===== src/rtl/sad_pkg.sv =====
package sad_pkg;
  localparam int CNT_W = 5;

  typedef struct packed {
    logic             wordDone;
    logic             endAtRise;
    logic [CNT_W-1:0] laneBits;
    logic [CNT_W-1:0] resBits;
  } strobe_t;

  function automatic logic [CNT_W-1:0] resOf(input logic [1:0] sel);
    case (sel)
      2'd0:    return CNT_W'(12);
      2'd1:    return CNT_W'(14);
      default: return CNT_W'(16);
    endcase
  endfunction
endpackage


===== src/rtl/sad_frame_ctrl.sv =====
module sad_frame_ctrl
  import sad_pkg::*;
(
  input  logic        clk,
  input  logic        rst,
  input  logic        twoWire,
  input  logic [1:0]  resSel,
  input  logic        frameRise,
  input  logic        frameFall,
  output strobe_t     stb,
  output logic        frameErr
);
  logic [CNT_W-1:0] resBits, laneBits;
  logic             fPrev, synced;
  logic [CNT_W-1:0] cnt;

  logic             e0, e1, err0, err1, done0, done1, sync0, sync1;
  logic [CNT_W-1:0] idx0, idx1, cnt0, cnt1;

  assign resBits  = resOf(resSel);
  assign laneBits = twoWire ? (resBits >> 1) : resBits;

  always_comb begin
    e0 = frameRise & ~fPrev;
    e1 = frameFall & ~frameRise;
    err0 = 1'b0;
    err1 = 1'b0;
    // first (rise) slot
    sync0 = synced;
    idx0  = cnt;
    if (e0) begin
      if (synced && cnt != laneBits) err0 = 1'b1;
      sync0 = 1'b1;
      idx0  = '0;
    end else if (synced && cnt == laneBits) begin
      err0  = 1'b1;
      sync0 = 1'b0;
    end
    done0 = sync0 && (idx0 == laneBits - CNT_W'(1));
    cnt0  = idx0 + CNT_W'(1);
    // second (fall) slot
    sync1 = sync0;
    idx1  = cnt0;
    if (e1) begin
      if (sync0 && cnt0 != laneBits) err1 = 1'b1;
      sync1 = 1'b1;
      idx1  = '0;
    end else if (sync0 && cnt0 == laneBits) begin
      err1  = 1'b1;
      sync1 = 1'b0;
    end
    done1 = sync1 && (idx1 == laneBits - CNT_W'(1));
    cnt1  = idx1 + CNT_W'(1);
  end

  always_ff @(posedge clk) begin
    if (rst) begin
      fPrev    <= 1'b0;
      synced   <= 1'b0;
      cnt      <= '0;
      frameErr <= 1'b0;
    end else begin
      fPrev  <= frameFall;
      synced <= sync1;
      cnt    <= cnt1;
      if (err0 || err1) frameErr <= 1'b1;
    end
  end

  assign stb.wordDone  = done0 | done1;
  assign stb.endAtRise = done0;
  assign stb.laneBits  = laneBits;
  assign stb.resBits   = resBits;

  // once raised the error flag holds until reset
  a_r7_err_sticky: assert property (@(posedge clk) disable iff (rst)
    frameErr |=> frameErr);

  // an aligned stream seeing an edge before the word is full flags an error
  a_r8_early_edge_flag: assert property (@(posedge clk) disable iff (rst)
    (synced && frameRise && !fPrev && cnt != laneBits) |=> frameErr);

  // while aligned the bit count never passes the lane word length
  a_r5_cnt_bound: assert property (@(posedge clk) disable iff (rst)
    synced |-> (cnt <= laneBits));
endmodule


===== src/rtl/sad_lane_path.sv =====
module sad_lane_path
  import sad_pkg::*;
#(
  parameter int NUM_LANES = 8,
  parameter int FIELD_W   = 16
)(
  input  logic                         clk,
  input  logic                         rst,
  input  logic                         twoWire,
  input  strobe_t                      stb,
  input  logic [NUM_LANES-1:0]         laneRise,
  input  logic [NUM_LANES-1:0]         laneFall,
  output logic                         wordValid,
  output logic [NUM_LANES*FIELD_W-1:0] chanWords
);
  localparam int HIST_W = FIELD_W + 2;
  localparam int HALF_W = FIELD_W / 2;
  localparam int NUM_PAIRS = NUM_LANES / 2;

  logic [HIST_W-1:0]  hist     [NUM_LANES];
  logic [HIST_W-1:0]  histNext [NUM_LANES];
  logic [FIELD_W-1:0] laneWord [NUM_LANES];
  logic [FIELD_W-1:0] fieldNext[NUM_LANES];
  logic [FIELD_W-1:0] laneMask;

  assign laneMask = (FIELD_W'(1) << stb.laneBits) - FIELD_W'(1);

  for (genvar l = 0; l < NUM_LANES; l++) begin : g_lane
    logic [HIST_W-1:0] aligned;
    assign histNext[l] = {hist[l][HIST_W-3:0], laneRise[l], laneFall[l]};
    assign aligned     = stb.endAtRise ? (histNext[l] >> 1) : histNext[l];
    assign laneWord[l] = aligned[FIELD_W-1:0] & laneMask;

    always_ff @(posedge clk) begin
      if (rst) hist[l] <= '0;
      else     hist[l] <= histNext[l];
    end
  end

  for (genvar c = 0; c < NUM_LANES; c++) begin : g_chan
    if (c < NUM_PAIRS) begin : g_pair
      logic [FIELD_W-1:0] woven;
      always_comb begin
        woven = '0;
        for (int j = 0; j < HALF_W; j++) begin
          woven[2*j+1] = laneWord[2*c][j];
          woven[2*j]   = laneWord[2*c+1][j];
        end
      end
      assign fieldNext[c] = twoWire ? woven : laneWord[c];
    end else begin : g_solo
      assign fieldNext[c] = twoWire ? '0 : laneWord[c];
    end

    always_ff @(posedge clk) begin
      if (rst)               chanWords[c*FIELD_W +: FIELD_W] <= '0;
      else if (stb.wordDone) chanWords[c*FIELD_W +: FIELD_W] <= fieldNext[c];
    end

    // every field stays right-justified to the resolution
    a_r2_justified: assert property (@(posedge clk) disable iff (rst)
      wordValid |-> ((chanWords[c*FIELD_W +: FIELD_W] >> stb.resBits) == '0));

    if (c >= NUM_PAIRS) begin : g_upper
      // lanes are paired, so upper fields carry nothing in two-wire mode
      a_r3_upper_zero: assert property (@(posedge clk) disable iff (rst)
        (wordValid && twoWire) |-> (chanWords[c*FIELD_W +: FIELD_W] == '0));
    end
  end

  always_ff @(posedge clk) begin
    if (rst) wordValid <= 1'b0;
    else     wordValid <= stb.wordDone;
  end

  // one pulse per frame, never back to back
  a_r9_single_pulse: assert property (@(posedge clk) disable iff (rst)
    wordValid |=> !wordValid);
endmodule


===== src/rtl/serial_adc_deser.sv =====
module serial_adc_deser
  import sad_pkg::*;
#(
  parameter int NUM_LANES = 8,
  parameter int FIELD_W   = 16
)(
  input  logic                         clk,
  input  logic                         rst,
  input  logic                         twoWire,
  input  logic [1:0]                   resSel,
  input  logic [NUM_LANES-1:0]         laneRise,
  input  logic [NUM_LANES-1:0]         laneFall,
  input  logic                         frameRise,
  input  logic                         frameFall,
  output logic                         wordValid,
  output logic [NUM_LANES*FIELD_W-1:0] chanWords,
  output logic                         frameErr
);
  strobe_t stb;

  sad_frame_ctrl u_ctrl (
    .clk      (clk),
    .rst      (rst),
    .twoWire  (twoWire),
    .resSel   (resSel),
    .frameRise(frameRise),
    .frameFall(frameFall),
    .stb      (stb),
    .frameErr (frameErr)
  );

  sad_lane_path #(.NUM_LANES(NUM_LANES), .FIELD_W(FIELD_W)) u_path (
    .clk      (clk),
    .rst      (rst),
    .twoWire  (twoWire),
    .stb      (stb),
    .laneRise (laneRise),
    .laneFall (laneFall),
    .wordValid(wordValid),
    .chanWords(chanWords)
  );
endmodule


===== config.mk =====
export PLATFORM = sky130hd
export DESIGN_NAME = serial_adc_deser
export DESIGN_NICKNAME = d
export VERILOG_FILES = /design/src/rtl/sad_pkg.sv /design/src/rtl/sad_frame_ctrl.sv /design/src/rtl/sad_lane_path.sv /design/src/rtl/serial_adc_deser.sv
export SDC_FILE = /design/constraint.sdc
export NUM_CORES = 1
export LEC_CHECK = 0
export BUFFER_PORTS_ARGS = -buffer_cell sky130_fd_sc_hd__buf_2
export CAP_MARGIN = 20
export CORE_UTILIZATION = 62
export DETAILED_ROUTE_END_ITERATION = 6
export PLACE_DENSITY = 0.85
export SYNTH_ARGS = -nofsm -noshare
export SYNTH_HDL_FRONTEND = slang
export SYNTH_HIERARCHICAL = 1
export SYNTH_SLANG_ARGS = --single-unit

===== constraint.sdc =====
create_clock -name clk -period 6.4 [get_ports clk]
set_clock_uncertainty 0.1 [all_clocks]
set_input_delay 1.28 -clock clk [delete_from_list [all_inputs] [get_ports clk]]
set_output_delay 1.28 -clock clk [all_outputs]
set_load 0.02 [all_outputs]

==> results of run 1 <==
stage by stage:
stage                      util  hold WS (ns)  instance area [um^2]  setup slack (ns)
after floorplan               -         0.351                 11000              2.00
after global placement    0.688         0.337                 11900              1.02
after detailed placement  0.688         0.340                 11900             0.889
after CTS                 0.736         0.354                 12700              1.40
after global routing      0.736         0.366                 12700             0.995
final                     0.736         0.349                 12700              1.25
cell usage in the layout, fill, tap and decap left out, drive strengths merged, types with 5 or more instances in the layout:
master,instances
nor2,109
a211oi,12
o21ai,43
mux2,55
a22o,17
o32ai,7
inv,20
a222oi,8
nor2b,130
o211ai,21
clkbuf,38
buf,181
dfxtp,257
o22ai,8
o31ai,11
a32o,14
clkinv,5
a21oi,50
a22oi,40
nand2,62
nor3,32
xnor2,11
mux2i,74
a31oi,10
flip-flops by register name (all words and copies together) (netlist names):
name              cells
u_path/wordValid      1
u_ctrl/fPrev          1
u_path/hist         120
u_path/chanWords    128
u_ctrl/synced         1
u_ctrl/frameErr       1
u_ctrl/cnt            5
report_power, final:
group / switching, mW / total (mW) / internal, mW
Combinational: 0.213 / 0.313 / 0.0999
Sequential: 0.0278 / 1.66 / 1.63
Clock: 0.626 / 1.45 / 0.828
tightest hold or removal path: cells and delay by family (launching register included):
family	cells	cell delay, ns
and+or+nand+nor	1	0.05
DFF	1	0.32
AOI/OAI and AO/OA	1	0.05
worst paths after layout:
check                                       endpoint  slack, ns  cells after the start
worst max-delay path            u_path/chanWords[56]       1.25                     14
worst min-delay path            u_path/chanWords[78]       0.35                      2
worst max register to register  u_path/chanWords[56]       1.79                     14
worst min register to register  u_path/chanWords[78]       0.35                      2
per-layer routing:
layer / wire length (um) / share of wire / up-vias
met3: 3070 / 0.095 / 95
met2: 14800 / 0.46 / 548
met1: 13000 / 0.40 / 4594
li1: - / - / 4343
met5: 0 / 0 / -
met4: 1330 / 0.041 / 0
layout make-up:
type	instances	area (um^2)	share of cell area
clock buffers	38	766	0.0602
clock inverters	6	48.8	0.00384
inverters	19	76.3	0.00600
multi-input cells	785	5420	0.426
flip-flops and latches	257	5140	0.404
well taps	225	282	0.0221
repair buffers	181	985	0.0774
==> key figures, run 1 <==
Final layout
  – Antenna cells: 0
  – Final std cells w/o fill: between 1500 and 2000
  – Number of nets in the layout: between 1000 and 1500
  – Fraction of layout cells with a size suffix above 1: 0.236
  – Area grow syn2layout: 15.5%
  – Fillers: about 1300

Floorplan
  – Vertical die dimension: between 100 and 150 um
  – Ports: ~150
  – FP Rows: 48
  – Die width: 135 um
  – Starting Density: 0.637
  – Die area: 0.0183 mm^2
  – Core area: about 0.017 mm^2

Logic synthesis
  – Synth Warn #: 6
  – Synth Area per Inst: between 9 and 10 um^2
  – Netlist Area Pre-Place: about 0.011 mm^2
  – Mapped Nets: between 1000 and 1500
  – Cell count after synthesis: roughly 1100

Timing
  – RSZ-0062 raised after global routing: no
  – Worst Tran Pin Value: around 1.1 ns
  – Final Hold Vio Count: 0
  – Fmax achieved: slightly below 0.2 GHz
  – Final slew viol count: 0
  – TNS Setup: 0 ns
  – Tmin final: 5.15 ns
  – Crit share post-route: 0.805
  – Slew Limit Headroom: 0.271
  – Final Setup Violations: 0

Routing
  – Vias: around 9600
  – Total Wirelength: approximately 32000 um
  – Via density per instance: ~6.3
  – Post-route ant nets: 0
  – DRC errors left: 1
  – DR WL/cell: about 21 um
  – DRT Pass-1 Iters: 7
  – DR iter-0 viols: 996

Critical path
  – Crit Path Class: in2reg
  – Slowest cell on crit path: o21ba_1
  – Crit-path max cell delay: 0.62 ns
  – Critical path arrival: between 5 and 6 ns
  – CP startpoint kind: primary input
  – Top delay family on crit path: compound AO/OA/AOI/OAI gates
  – Reg2reg start: u_ctrl/fPrev
  – Worst setup EP type: flop
  – Worst-path fanout max: 31
  – CP cell instances: buf_2 -> o21ba_1 -> inv_1 -> ha_1 -> or2_0 -> a2111o_1 -> a21oi_1 -> a31oi_1 -> o41ai_4 -> buf_4 -> nand2_1 -> nor2_1 -> o21ai_1 -> o22ai_1
  – CP required: roughly 6.8 ns
  – Worst Setup SP: resSel[1]
  – WP buf/inv: 3

Power
  – Power per Cell Area: 269 mW/mm^2
  – Peak VDD IR: about 0.22 mV
  – Static Leak: a little under 5 nW
  – Power Total: 3.43 mW

GRT
  – First-pass GRT wire length: just under 50000 um
  – GR peak layer: met2
  – Initial antenna violation count: 0
  – Met2 usage: 0.554
  – Gr ovfl total: 0
  – Number of global-route vias before repair: roughly 8800
  – Largest net degree at the start of global routing: 90
  – GRT Total Usage: 0.346
  – Met3 GRT Util: 0.0531
  – GRT met1 Usage: 0.466

Clock network
  – H-Tree Depth: 1
  – Clk_lat worst skew: roughly 0.54 ns
  – Post-cts sizing count: 0
  – CTS max path bufs: 3
  – Clock tree sinks: 257
  – Post-CTS setup buffers: 0
  – CTS Buf Count: 26
  – Clk slew on worst S/H paths: ~0.06 ns
  – CTS tree: done
  – Root Driver: clkbuf_16
  – Hold_buf cts: 0

Min path
  – Hold Crit Start: u_path/chanWords[78]
  – Hold Path Class: reg2reg

Run status
  – Failing checks: design-rule violations
  – Outcome: complete, but fails checks

Place
  – Post-DP HPWL: 21800 um
  – Number of port buffers: between 150 and 200
  – Placed cell count: between 1000 and 1500
  – GPL Wtd Cong: approximately 0.94

Flow run
  – Max Cap Violations: 0
(Power assumes the default switching activity.)
==> run 2: changes to the inputs <==
Settings changed: ABC_AREA set to 1, CORE_UTILIZATION 62 to 52, PLACE_DENSITY 0.85 to 0.76.
Clock period 6.4 ns to 4.1 ns, I/O delays scaled along.
==> key figures, run 2 <==
Clock network
  – Post-CTS setup buffers: 0 (unchanged)
  – CTS max path bufs: 3 (unchanged)
  – CTS Buf Count: 28 (+7.7%)
  – Root Driver: clkbuf_16
  – CTS tree: done
  – Clock tree sinks: 257 (unchanged)
  – Clk_lat worst skew: 0.54 ns (about the same)
  – Post-cts sizing count: 0 (unchanged)
  – H-Tree Depth: 1 (unchanged)
  – Hold_buf cts: 0 (unchanged)
  – Clk slew on worst S/H paths: 0.06 ns (about the same)

Run status
  – Outcome: complete, but fails checks
  – Failing checks: design-rule violations

Power
  – Flop pwr share: 0.454 (-0.030)
  – P_int: 4.26 mW (+66%)
  – Combinational power share: 0.087 (-0.004)
  – Peak VDD IR: 0.356 mV (+61%)
  – NetSw: 1.40 mW (+62%)
  – Clock power frac: 0.459 (+0.035)
  – Static Leak: 5.71 nW (+15%)
  – Switching Share: 0.248 (-0.00502)
  – Power per Cell Area: 436 mW/mm^2 (+62%)

GRT
  – First-pass GRT wire length: 50200 um (+2.5%)
  – Gr ovfl total: 0 (unchanged)
  – Initial antenna violation count: 0 (unchanged)
  – Largest net degree at the start of global routing: 97 (+7.8%)
  – GRT Total Usage: 0.293 (-0.0529)
  – Number of global-route vias before repair: 9437 (+7.7%)

Routing
  – DR WL/cell: 16.7 um (-22%)
  – DRT Pass-1 Iters: 7 (unchanged)
  – DR iter-0 viols: 956 (-4.0%)
  – Total Wirelength: 32600 um (+0.91%)
  – Post-route ant nets: 0 (unchanged)
  – Vias: 10500 (+9.3%)
  – Via density per instance: 5.37 (-15%)
  – DRC errors left: 3 (+2)

Timing
  – Final Hold Vio Count: 0 (unchanged)
  – Fmax achieved: 0.299 GHz
  – TNS Setup: 0 ns (unchanged)
  – Final slew viol count: 0 (unchanged)
  – Slew Limit Headroom: 0.327 (+0.0556)
  – Final Setup Violations: 0 (unchanged)
  – Worst Tran Pin Value: 1.01 ns (-0.0737 ns)
  – Tmin final: 3.34 ns
  – Crit share post-route: 0.815
  – RSZ-0062 raised after global routing: no

Logic synthesis
  – Cell count after synthesis: 1544 (+34%)
  – Mapped Nets: 1571 (+34%)
  – Netlist Area Pre-Place: 0.0111 mm^2 (+0.42%)
  – Synth Area per Inst: 7.16 um^2 (-25%)
  – Synth Warn #: 6 (unchanged)

Floorplan
  – Die width: 148 um (+9.3%)
  – Vertical die dimension: 148 um (+9.3%)
  – Die area: 0.0219 mm^2 (+19%)
  – Ports: 153 (unchanged)
  – Starting Density: 0.538 (-0.0988)
  – Core area: 0.0206 mm^2 (+19%)
  – FP Rows: 52 (+8.3%)

Place
  – Number of port buffers: 152 (unchanged)
  – Placed cell count: 1900 (+30%)
  – GPL Wtd Cong: 0.931 (-0.66%)
  – Post-DP HPWL: 22700 um (+4.3%)

Critical path
  – Reg2reg start: u_ctrl/fPrev
  – Worst-path fanout max: 90 (+190%)
  – Crit-path max cell delay: 0.29 ns (-0.33 ns)
  – Worst setup EP type: flop
  – CP required: 4.47 ns (-2.28 ns)
  – Worst r2r path cells: 21 (+7)
  – R2R Setup Slk: 0.86 ns (-0.93 ns)
  – CP startpoint kind: primary input
  – Critical path arrival: 3.71 ns (-1.80 ns)
  – CP Depth: 15 (+1)
  – Top delay family on crit path: simple AND/OR/NAND/NOR gates
  – WP buf/inv: 3 (unchanged)
  – Slowest cell on crit path: buf_12
  – Most frequent CP cell: nand2_1
  – Worst R2R End: u_path/chanWords[104]
  – Crit Path Class: in2reg
  – CP cell instances: buf_2 -> nand3_2 -> ha_1 -> xnor2_1 -> xnor2_1 -> nor3_1 -> nor3b_1 -> nand2_1 -> inv_4 -> buf_12 -> nand2_1 -> o21ai_0 -> nand2_1 -> o21ai_0 -> o21a_1
  – Worst Setup SP: twoWire

Min path
  – Hold Crit Depth: 2 (unchanged)
  – End of the worst hold path: u_path/hist[0][7]
  – Hold Path Class: reg2reg
  – Hold Crit Start: u_path/hist[0][5]

Final layout
  – Antenna cells: 0 (unchanged)
  – Area grow syn2layout: 17.5%
  – Commonest non-fill, non-tap cells in the layout: nand2_1 (342), dfxtp_1 (257), inv_1 (186), nor2_1 (177), o21ai_0 (156)
  – Multi-input gate area: 0.00476 mm^2 (-12%)
  – Number of nets in the layout: 1687 (+30%)
  – Final std cells w/o fill: 1950 (+29%)
  – Register with the most flip-flops: u_path/chanWords
  – Final core occ: 0.632 (-0.104)
  – Biggest regs: u_path/chanWords (128), u_path/hist (120), u_ctrl/cnt (5)
  – Commonest non-fill, non-tap cell in the layout: nand2_1
  – Fillers: 1918 (+53%)
  – Fraction of layout cells with a size suffix above 1: 0.166 (-0.0703)
  – Max reg flops: 128 (unchanged)
  – Storage element area: 0.00514 mm^2 (unchanged)

Flow run
  – Max Cap Violations: 0 (unchanged)
## run 2: area by class of cell
class | count | area share
flip-flops and latches | 257 | 0.396
repair buffers | 177 | 0.0783
inverters | 200 | 0.0584
well taps | 270 | 0.0260
clock buffers | 40 | 0.0636
multi-input cells | 996 | 0.367
clock inverters | 10 | 0.0112
## run 2: worst reg2reg max path: stages (launching register included)
cell,delay [ns]
dfxtp_1,0.31
inv_1,0.07
nand2_4,0.13
inv_2,0.08
nor2_1,0.17
ha_1,0.23
inv_1,0.05
nand2_1,0.08
nand2_1,0.07
inv_1,0.10
nand2_1,0.10
nand2_1,0.07
nand4_1,0.10
nor3_1,0.24
nand2_1,0.08
nand2_1,0.15
inv_4,0.08
nor2_4,0.16
nand3_1,0.32
inv_1,0.24
o211ai_1,0.11
a21oi_1,0.14
## run 2: through the flow
| step | hold WS, ns | setup WS (ns) | cell area [um^2] | power, mW |
|---|---|---|---|---|
| after CTS | 0.336 | 0.822 | 13000 | 5.68 |
| after global routing | 0.355 | 0.508 | 13000 | 5.84 |
| final | 0.333 | 0.757 | 13000 | 5.66 |
| after floorplan | 0.309 | 0.711 | 11100 | 2.95 |
| after global placement | 0.320 | 0.310 | 12000 | 3.10 |
| after detailed placement | 0.328 | 0.303 | 12000 | 3.11 |
## run 2: worst max path at each step
stage	endpoint	slack [ns]
floorplan	u_path/chanWords[107]	0.71
global placement	u_path/chanWords[34]	0.31
detailed placement	u_path/chanWords[104]	0.30
CTS	u_path/chanWords[34]	0.82
global route	u_path/chanWords[5]	0.51
finish	u_path/chanWords[5]	0.76
## run 2: power by group through the flow
stage	clock network [mW]	registers, mW	logic (mW)
6_report	2.60	2.57	0.492
5_1_grt	2.73	2.57	0.532
4_1_cts	2.63	2.57	0.485
3_5_place_dp	0	2.62	0.482
3_3_place_gp	0	2.62	0.480
2_1_floorplan	0	2.64	0.309
## run 2: routing by layer
layer | wire (um) | track usage | share of wire
met1 | 13500 | 0.382 | 0.42
met2 | 15400 | 0.490 | 0.47
met3 | 2110 | 0.0281 | 0.065
met4 | 1530 | 0.136 | 0.047
met5 | 0 | 0 | 0
